`config.mk`:
```
export PLATFORM = sky130hd
export DESIGN_NAME = rgmii_rx_conv
export DESIGN_NICKNAME = d
export VERILOG_FILES = /design/src/rtl/rgmii_rx_conv.sv
export SDC_FILE = /design/constraint.sdc
export NUM_CORES = 1
export LEC_CHECK = 0
export BUFFER_PORTS_ARGS = -buffer_cell sky130_fd_sc_hd__buf_2
export CAP_MARGIN = 0
export CORE_AREA = 2 2 49 51
export DETAILED_ROUTE_END_ITERATION = 10
export DIE_AREA = 0 0 51 53
export GPL_TIMING_DRIVEN = 0
export PLACE_DENSITY = 0.78
export SYNTH_ARGS = -nofsm -noshare
export SYNTH_HDL_FRONTEND = slang
export SYNTH_SLANG_ARGS = --single-unit
```
`constraint.sdc`:
```
create_clock -name clk_rx -period 1.9 [get_ports clk_rx]
set_input_delay 0.38 -clock clk_rx [delete_from_list [all_inputs] [get_ports clk_rx]]
set_output_delay 0.38 -clock clk_rx [all_outputs]
set_load 0.03 [all_outputs]
```
`src/rtl/rgmii_rx_conv.sv`:
```
module rgmii_rx_conv #(
  parameter bit PIPE_EN = 1'b1,
  parameter int NIB_W   = 4,
  localparam int BYTE_W = 2 * NIB_W
) (
  input  logic              clk_rx,
  input  logic              rst_rx_n,
  input  logic [2:0]        spd,
  input  logic [NIB_W-1:0]  rxd_r,
  input  logic [NIB_W-1:0]  rxd_f,
  input  logic              rxctl_r,
  input  logic              rxctl_f,
  output logic              gmii_rx_clk,
  output logic [BYTE_W-1:0] gmii_rxd,
  output logic              gmii_rxdv,
  output logic              gmii_rxer,
  output logic              gmii_crs,
  output logic              gmii_col
);

  localparam logic [2:0] SPD_100 = 3'b100;
  localparam logic [2:0] SPD_10  = 3'b111;

  logic              dv_in, er_in, nib;
  logic              half, lo_er, act;
  logic [NIB_W-1:0]  lo, stat;
  logic [BYTE_W-1:0] st_d;
  logic              st_dv, st_er;
  logic              col_c;

  assign gmii_rx_clk = clk_rx;
  assign dv_in = rxctl_r;
  assign er_in = rxctl_f ^ rxctl_r;
  assign nib   = (spd == SPD_100) || (spd == SPD_10);
  assign col_c = act & ~stat[3];

  always_ff @(posedge clk_rx or negedge rst_rx_n) begin
    if (!rst_rx_n) begin
      half  <= 1'b0;
      lo    <= '0;
      lo_er <= 1'b0;
      act   <= 1'b0;
      stat  <= '0;
      st_d  <= '0;
      st_dv <= 1'b0;
      st_er <= 1'b0;
    end else begin
      act <= dv_in;
      if (!dv_in && !er_in) stat <= rxd_r;
      if (!nib) begin
        half  <= 1'b0;
        st_dv <= dv_in;
        st_er <= er_in;
        st_d  <= {rxd_f, rxd_r};
      end else if (!dv_in) begin
        half  <= 1'b0;
        st_dv <= 1'b0;
        st_er <= 1'b0;
      end else if (!half) begin
        half  <= 1'b1;
        lo    <= rxd_r;
        lo_er <= er_in;
        st_dv <= 1'b0;
        st_er <= 1'b0;
      end else begin
        half  <= 1'b0;
        st_d  <= {rxd_r, lo};
        st_dv <= 1'b1;
        st_er <= er_in | lo_er;
      end
    end
  end

  generate
    if (PIPE_EN) begin : g_pipe
      always_ff @(posedge clk_rx or negedge rst_rx_n) begin
        if (!rst_rx_n) begin
          gmii_rxd  <= '0;
          gmii_rxdv <= 1'b0;
          gmii_rxer <= 1'b0;
          gmii_crs  <= 1'b0;
          gmii_col  <= 1'b0;
        end else begin
          gmii_rxd  <= st_d;
          gmii_rxdv <= st_dv;
          gmii_rxer <= st_er;
          gmii_crs  <= act;
          gmii_col  <= col_c;
        end
      end
    end else begin : g_direct
      assign gmii_rxd  = st_d;
      assign gmii_rxdv = st_dv;
      assign gmii_rxer = st_er;
      assign gmii_crs  = act;
      assign gmii_col  = col_c;
    end
  endgenerate

  p_col_needs_crs_r6: assert property (@(posedge clk_rx) disable iff (!rst_rx_n)
    gmii_col |-> gmii_crs);

  p_nib_spacing_r3: assert property (@(posedge clk_rx) disable iff (!rst_rx_n)
    (nib && st_dv) |=> (!nib || !st_dv));

  p_gig_byte_r1: assert property (@(posedge clk_rx) disable iff (!rst_rx_n)
    (!nib && rxctl_r) |=> (st_dv && st_d[NIB_W-1:0] == $past(rxd_r)));

  p_stat_frozen_r5: assert property (@(posedge clk_rx) disable iff (!rst_rx_n)
    act |-> $stable(stat));

  always @(posedge clk_rx) begin
    if (!rst_rx_n) begin
      p_reset_clear_r7: assert (!gmii_rxdv && !gmii_rxer && !gmii_crs && !gmii_col);
    end
  end

endmodule

```
==> flow_summary.ini, run 1 <==
[worst_setup_path]
cp_slowest_cell = buf_2
crit_path_frequent_cell = clkbuf_4
crit_family = buffers and inverters
required_ns = 1.52
worst-path-buf-inv = 4
critPathLaunchType = clock port
crit_path_cell_trace = clkbuf_4 > clkbuf_4 > buf_4 > buf_2
crit_path_max_incr_delay_ns = 0.16
path_class = clk2out
cp_max_fo = 2
reg2reg_setup_slack_ns = 0.65
cp.arrival_ns = 1.45
end_kind = primary output

[detailed_routing]
drtPass1Iterations = 4
drcViolationCount = 0
postRouteAntennaNets = 0
drtIter0Drc = 12
drt-total-wl_um = 1845
via_per_inst = 5.028
vias = 724
drt-wirelength-per-cell_um = 12.81

[global_routing]
grt_max_degree = 31
grt-busiest-layer = met2
grt_first_pass_wirelength_um = 2967
grt_use_met1_pct = 18.23
grt_usage_pct = 16.75
use_met3_pct = 8.475
grt_pass1_vias = 653
use_met2_pct = 23.81
grt-ovfl-total = 0
antenna_found_initial = 0

[power_and_ir_drop]
p_leak_nw = 0.7203
powerDensity_nw_per_um2 = 1198
ir_drop_uv = 877.4

[yosys]
synth_ff_type = dfrtp_1
synth.most_common_cell = dfrtp_1
synth_top_family_by_area = multiplexers
synth_top_area_share_pct = 67.42
synth_top_cells_by_count = dfrtp_1, a21oi_1, mux2i_1
avgSynthCellArea_sq_um = 14.46
synthArstFlopShare_pct = 100.0
yosys-mux-area-fraction_pct = 14.94
ys_seq_area_share_pct = 67.42
synth_fp_nets = 93
yosysWarningCount = 0
synth-edff-count = 0
synth.distinct_cells = 18
synthSimpleGateAreaFrac_pct = 2.247
synth-seq-cells = 30
netlist_area_sq_um = 1114
syn-instance-count = 77
synth_adder_area_share_pct = 1.124
yosysTopAreaCell = dfrtp_1
synth_xor_area_share_pct = 0.7865
synth_area_leaders = dfrtp_1, a21oi_1, mux2i_1
synth-compound-area-share_pct = 8.989

[floorplan]
ioPinCount = 28
fp.dieW_um = 51
rows = 17
die_area_sq_um = 2703
core_area_sq_um = 2148
initial_utilization_pct = 51.83
die_h_um = 53

[cells_and_area]
final_layout_size_suffix_gt1_share_pct = 42.24
n_fill_cell = 173
fin_nets = 131
antennaDiodeCount = 0
area_growth_pct = 25.17

[cts]
cts_resized = 0
clk-insertion-delay-late_ns = 0.45
holdBufCountCts = 1
postCtsSetupBuffers = 0
cts_tree = yes
clk_pin_slew_worst_paths_ns = 0.09

[sta]
postLayoutSetupSlackWorst_ns = 0.07022
fin_skew_ns = 0.01130
report.final.hold_viol_count = 0
rsz0062_at_grt = false
max_slew_margin_pct = 58.45
final_max_slew_viol_count = 0
setup_viol = 0
fin_tns_setup_ns = 0
max_slew.worst_pin.slew_ns = 0.6233

[placed_design]
dp_slack_ns = 0.3044
placement.io_buffers = 27
gp_congestion = 0.6995
place_hpwl_um = 1215

[outcome]
status = completed

[min_path]
hp-class = in2reg

[run]
maxCapViolCount = 0
## cell usage in the layout, fill, tap and decap left out, drive strengths merged
cell type / count
bufinv: 1
and4: 1
clkbuf: 9
nor2b: 1
a21oi: 18
xnor2: 1
a31oi: 1
mux2: 6
buf: 31
nand2: 1
dlygate4sd3: 1
clkinv: 2
ha: 1
dfrtp: 30
mux2i: 8
inv: 3
and2: 1
## layout make-up
class	instances	area, sq um	share of cell area, %
Clock inverter	3	40.04	2.873
Clock buffer	9	65.06	4.668
Sequential cell	30	750.7	53.86
Timing Repair Buffer	27	140.1	10.05
Buffer	5	38.79	2.783
Tap cell	28	35.03	2.513
Multi-Input combinational cell	39	312.8	22.44
Inverter	3	11.26	0.8079
## final timing paths
path,end,depth (start not counted),startpoint
hold reg to reg,gmii_rxdv,0,st_dv
hold / removal,act,1,rxctl_r
max in group asynchronous,st_d[0],2,rst_rx_n
setup / recovery,gmii_rx_clk,4,clk_rx
min in group asynchronous,lo[2],2,rst_rx_n
setup reg to reg,st_d[1],3,half
## metal layers
layer / vias up / share of wire (%)
li1: 338 / -
met1: 356 / 41
met2: 22 / 50
met3: 8 / 6.3
met4: 0 / 3.5
met5: - / 0
## worst register-to-register path: cells and delay by family, from the launching register on
family	cells	cell delay, ns
flip-flops	1	0.39
AND/OR/NAND/NOR	1	0.39
multiplexers	1	0.26
AO/OA/AOI/OAI	1	0.10
## where the power goes
group          total [mW]  internal [mW]  switching (mW)  leakage (nW)
Sequential          0.756          0.721          0.0347         0.351
Clock               0.674          0.381           0.293        0.0675
Combinational       0.240          0.106           0.135         0.301
Total                1.67           1.21           0.462         0.720
## state kept, by name, summed over array words and instances (netlist names)
| name | count |
|---|---|
| st_dv | 1 |
| st_er | 1 |
| gmii_rxdv | 1 |
| act | 1 |
| gmii_crs | 1 |
| gmii_rxd | 8 |
| half | 1 |
| lo | 4 |
| gmii_col | 1 |
| lo_er | 1 |
| st_d | 8 |
| gmii_rxer | 1 |
| stat | 1 |
## stage by stage
stage / cell area, sq um / hold slack, ns / cells / total power [mW] / utilization [%]
after CTS: 1394 / 0.06789 / 144 / 1.687 / 64.88
after global routing: 1394 / 0.04943 / 144 / 1.754 / 64.88
after floorplan: 1114 / 0.08441 / 77 / 1.006 / -
final: 1394 / 0.07732 / 144 / 1.670 / 64.88
after global placement: 1284 / 0.3368 / 132 / 1.093 / 59.76
after detailed placement: 1284 / 0.3456 / 132 / 1.104 / 59.76
## cells by family after synthesis
logic type               Yosys count
AO/OA/AOI/OAI                     19
XOR/XNOR                           1
adder cells (fa/ha/maj)            1
buffers and inverters              8
flip-flops                        30
multiplexers                      14
AND/OR/NAND/NOR                    4
No activity file was read; power rests on OpenSTA's default activity.
==> run 2, diff against run 1 <==
ABC_AREA = 1   (was default)
CTS_CLUSTER_DIAMETER = 200   (was default)
==> run 2 against run 1 <==
  * Cell count rose by 20%
  * Sequential share of layout area up 0.24 points
  * Critical path depth unchanged
  * Power shrank 10%
  * Non-clock buffer count fell by 2
  * Clock-buffer cell count is 2 higher
==> flow_summary.ini, run 2 <==
[sta]
max_slew_margin_pct = 58.05
fin_skew_ns = 0.01042
max_slew.worst_pin.slew_ns = 0.6292
fin_tns_setup_ns = 0
hold_ws_ns = 0.1001
rsz0062_at_grt = false
report.final.hold_viol_count = 0
final_max_slew_viol_count = 0
postLayoutSetupSlackWorst_ns = 0.06958
setup_viol = 0

[min_path]
hold_start = rxctl_r
hp-class = in2reg
hold-path-endpoint = act
hold_depth = 1

[power_and_ir_drop]
powerDensity_nw_per_um2 = 1081
p_leak_nw = 0.7493
ir_drop_uv = 584.0
total_power_mw = 1.500

[placed_design]
dp_slack_ns = 0.3044
gp_congestion = 0.7506
placement.io_buffers = 27
place_hpwl_um = 1407

[worst_setup_path]
end_kind = primary output
cp.arrival_ns = 1.45
critPathLaunchType = clock port
r2r.worst_path.cells = 4
cp_max_fo = 2
path_class = clk2out
required_ns = 1.52
timing.rr.end = st_d[1]
timing.rr.start = half
reg2reg_setup_slack_ns = 0.81

[cells_and_area]
multi_input_area_sq_um = 317.8
area_growth_pct = 23.36
seqCellArea_sq_um = 750.7
n_fill_cell = 178
final_layout_size_suffix_gt1_share_pct = 31.72
reg_top3 = gmii_rxd: 8 flops, st_d: 8 flops, lo: 4 flops
antennaDiodeCount = 0
final_cell_mix = nand3_1, dfrtp_1, buf_2
fin_nets = 160

[yosys]
syn-instance-count = 106
synth.distinct_cells = 14
yosysWarningCount = 0
synth_ff_type = dfrtp_1
synth_top_cells_by_count = dfrtp_1, nand3_1, nand2_1
synth_top_area_share_pct = 66.74
synthArstFlopShare_pct = 100.0
ys_seq_area_share_pct = 66.74
synth_area_leaders = dfrtp_1, nand3_1, nand2_1
netlist_area_sq_um = 1125
synth-edff-count = 0
avgSynthCellArea_sq_um = 10.61
yosysTopAreaCell = dfrtp_1
synth-seq-cells = 30
synth_fp_nets = 122

[detailed_routing]
via_per_inst = 5.104
vias = 883
drcViolationCount = 0
drt-wirelength-per-cell_um = 11.99
drt-total-wl_um = 2074
drtPass1Iterations = 4
drtIter0Drc = 15
postRouteAntennaNets = 0

[global_routing]
grt_pass1_vias = 862
use_met3_pct = 7.345
grt_first_pass_wirelength_um = 3505
grt_use_met1_pct = 18.91
grt-ovfl-total = 0
grt_usage_pct = 19.52
grt_max_degree = 31
grt-busiest-layer = met2
antenna_found_initial = 0
use_met2_pct = 29.65

[cts]
clk-insertion-delay-late_ns = 0.43
cts_tree = yes
postCtsSetupBuffers = 0
clk_pin_slew_worst_paths_ns = 0.09

[run]
maxCapViolCount = 0

[floorplan]
die_h_um = 53
initial_utilization_pct = 52.36
rows = 17
ioPinCount = 28
core_area_sq_um = 2148
fp.dieW_um = 51
die_area_sq_um = 2703

[outcome]
status = completed
[run 2: per-layer routing]
layer	vias to the layer above	wire, um
met1	422	761
li1	421	-
met5	-	0
met3	8	150
met2	32	1095
met4	0	67
[run 2: timing repair]
action,CTS,global route
hold endpoints to repair,30,0
hold buffers,1,0
resized for setup,0,0
[run 2: logic make-up (layout without fill, tap and decap cells)]
kind of cell | after synthesis | after routing | synth area share [%]
compound gates | 1 | 1 | 0.4445
fa+ha+maj | 1 | 1 | 1.112
buf+inv | 11 | 50 | 5.005
flops | 30 | 30 | 66.74
mux | 1 | 1 | 1.001
simple gates | 62 | 62 | 25.69
[run 2: stage by stage]
stage,std cells,instance area [sq um],utilization [%]
floorplan,106,1125,-
global placement,161,1295,60.28
detailed placement,161,1295,60.28
CTS,173,1388,64.59
global route,173,1388,64.59
finish,173,1388,64.59
[run 2: worst max-delay path, cell delays in order]
cell and delay (ns):
clkbuf_4 0.11, clkbuf_4 0.12, buf_4 0.11, buf_2 0.16
[run 2: worst max path at each step]
stage | slack, ns | cells after the start | startpoint | to
3_5_place_dp | 0.30 | 2 | clk_rx | gmii_rx_clk
3_3_place_gp | 0.30 | 2 | clk_rx | gmii_rx_clk
2_1_floorplan | 0.42 | 1 | clk_rx | gmii_rx_clk
6_report | 0.07 | 4 | clk_rx | gmii_rx_clk
5_1_grt | 0.05 | 4 | clk_rx | gmii_rx_clk
4_1_cts | 0.06 | 4 | clk_rx | gmii_rx_clk
[run 2: cell type report]
| type | count | share of cell area [%] |
|---|---|---|
| clock buffer | 11 | 5.951 |
| multi-input combinational | 65 | 22.90 |
| clock inverter | 1 | 0.3607 |
| tap | 28 | 2.525 |
| inverter | 8 | 2.164 |
| timing repair buffer | 27 | 10.10 |
| buffer | 3 | 1.894 |
| sequential | 30 | 54.10 |
[run 2: report_power, final]
part / leakage [nW] / total (mW) / internal (mW) / switching, mW
logic: 0.326 / 0.198 / 0.0653 / 0.132
registers: 0.366 / 0.741 / 0.711 / 0.0308
clock network: 0.0578 / 0.561 / 0.288 / 0.273
total: 0.749 / 1.50 / 1.06 / 0.436
==> run 3, diff against run 2 <==
CORE_AREA = 4 4 53 55   (was 2 2 49 51)
DIE_AREA = 0 0 57 59   (was 0 0 51 53)
PLACE_DENSITY = 0.73   (was 0.78)
clock period = 2.1 ns   (was 1.9 ns; I/O delays follow)
==> run 3 against run 2 <==
  * First-iteration DRC count rose by 47%
  * Clock-buffer cell count unchanged
  * Clock skew shrank 0.0090 ns
  * Global-route usage down 4.3 points
  * Register-to-register slack gained 0.23 ns
  * Die area rose by 24%
  * Hold slack improved by 0.018 ns
  * Combinational power is 9% lower
  * Power shrank 9.0%
  * Via count shrank 0.79%
  * Critical path depth did not move
  * Non-clock buffer count unchanged
  * Largest power group unchanged
==> flow_summary.ini, run 3 (same netlist as run 2, synthesis figures left out) <==
[worst_setup_path]
crit_path_max_incr_delay_ns = 0.16
cp.arrival_ns = 1.55
cp_max_fo = 2
required_ns = 1.68
crit_path_cell_trace = clkbuf_4 > clkbuf_4 > buf_4 > buf_2
path_class = clk2out
end_kind = primary output
crit_path_frequent_cell = clkbuf_4
critPathLaunchType = clock port
r2r.worst_path.cells = 4
timing.rr.end = lo[1]
cp_slowest_cell = buf_2
timing.rr.start = half
reg2reg_setup_slack_ns = 1.04

[cts]
clk-insertion-delay-late_ns = 0.44
clk_pin_slew_worst_paths_ns = 0.09
cts_tree = yes
postCtsSetupBuffers = 0

[sta]
max_slew_margin_pct = 57.78
fin_tns_setup_ns = 0
report.final.hold_viol_count = 0
rsz0062_at_grt = false
final_max_slew_viol_count = 0
hold_ws_ns = 0.1185
fin_skew_ns = 0.001449
max_slew.worst_pin.slew_ns = 0.6333
postLayoutSetupSlackWorst_ns = 0.1265
setup_viol = 0

[floorplan]
initial_utilization_pct = 47.12
fp.dieW_um = 57
core_area_sq_um = 2387
rows = 18
die_area_sq_um = 3363
die_h_um = 59
ioPinCount = 28

[min_path]
hold_depth = 1
hold-path-endpoint = act
hold_start = rxctl_r
hp-class = in2reg

[detailed_routing]
drtPass1Iterations = 4
drt-total-wl_um = 2078
drtIter0Drc = 22
via_per_inst = 5.006
drt-wirelength-per-cell_um = 11.87
postRouteAntennaNets = 0
vias = 876
drcViolationCount = 0

[cells_and_area]
final_layout_size_suffix_gt1_share_pct = 31.72
n_fill_cell = 220
area_growth_pct = 23.58
final_cell_mix = nand3_1, dfrtp_1, buf_2
fin_nets = 160
antennaDiodeCount = 0
reg_top3 = gmii_rxd: 8 flops, st_d: 8 flops, lo: 4 flops

[power_and_ir_drop]
total_power_mw = 1.365
power.share.switching_pct = 29.47
p_clk_share_pct = 37.8
p_leak_nw = 0.7493
ir_drop_uv = 605.0
switchingPower_mw = 0.4022
p_comb_share_pct = 13.2
seq_power_share_pct = 49.0
p_int_mw = 0.9627
powerDensity_nw_per_um2 = 981.9

[placed_design]
placement.io_buffers = 27
gp_congestion = 0.7823
dp_slack_ns = 0.3644
place_hpwl_um = 1438

[global_routing]
grt_usage_pct = 15.24
grt_use_met1_pct = 14.22
grt-ovfl-total = 0
grt_first_pass_wirelength_um = 3532
grt-busiest-layer = met2
use_met3_pct = 8.279
antenna_found_initial = 0
use_met2_pct = 23.49
grt_pass1_vias = 836
grt_max_degree = 31

[outcome]
status = completed

[run]
maxCapViolCount = 0
[run 3: cell counts in the layout (fill, tap and decap cells not counted)]
No cell type changed its count.
[run 3: cell type report]
cell class              instances  area (sq um)  share of cell area, %
clock buffers                  11         82.58                  5.941
well taps                      30         37.54                  2.700
clock inverters                 1         5.005                 0.3600
flip-flops and latches         30         750.7                  54.01
multi-input cells              65         317.8                  22.86
repair buffers                 27         140.1                  10.08
plain buffers                   3         26.28                  1.890
inverters                       8         30.03                  2.160
[run 3: worst max-delay path: cells and delay by family]
family	cells	cell delay, ns
buffers and inverters	4	0.50
[run 3: how the worst max path moves through the flow]
stage,start,end,slack (ns),cells after the start
floorplan,clk_rx,gmii_rx_clk,0.48,1
global route,clk_rx,gmii_rx_clk,0.1,4
finish,clk_rx,gmii_rx_clk,0.13,4
detailed placement,clk_rx,gmii_rx_clk,0.36,2
CTS,clk_rx,gmii_rx_clk,0.11,4
global placement,clk_rx,gmii_rx_clk,0.36,2
[run 3: repair_timing]
item,4_1_cts,5_1_grt
hold endpoints to repair,30,0
setup endpoints to repair,0,0
hold buffers,1,0
resized for setup,0,0
[run 3: per-stage QoR]
stage / cells / area, sq um / utilization, %
after floorplan: 106 / 1125 / -
after global placement: 163 / 1297 / 54.35
after detailed placement: 163 / 1297 / 54.35
after CTS: 175 / 1390 / 58.23
after global routing: 175 / 1390 / 58.23
final: 175 / 1390 / 58.23
[run 3: per-layer routing]
metal | vias up | routed length (um)
met2 | 33 | 1022
met5 | - | 0
met4 | 0 | 82
met1 | 414 | 802
li1 | 420 | -
met3 | 9 | 170
[run 3: power by group through the flow]
stage	clock, mW	sequential, mW	combinational (mW)
3_3_place_gp	0.0856	0.678	0.175
6_report	0.517	0.669	0.180
2_1_floorplan	0.0713	0.723	0.0677
4_1_cts	0.540	0.669	0.182
5_1_grt	0.572	0.678	0.198
3_5_place_dp	0.0856	0.681	0.181
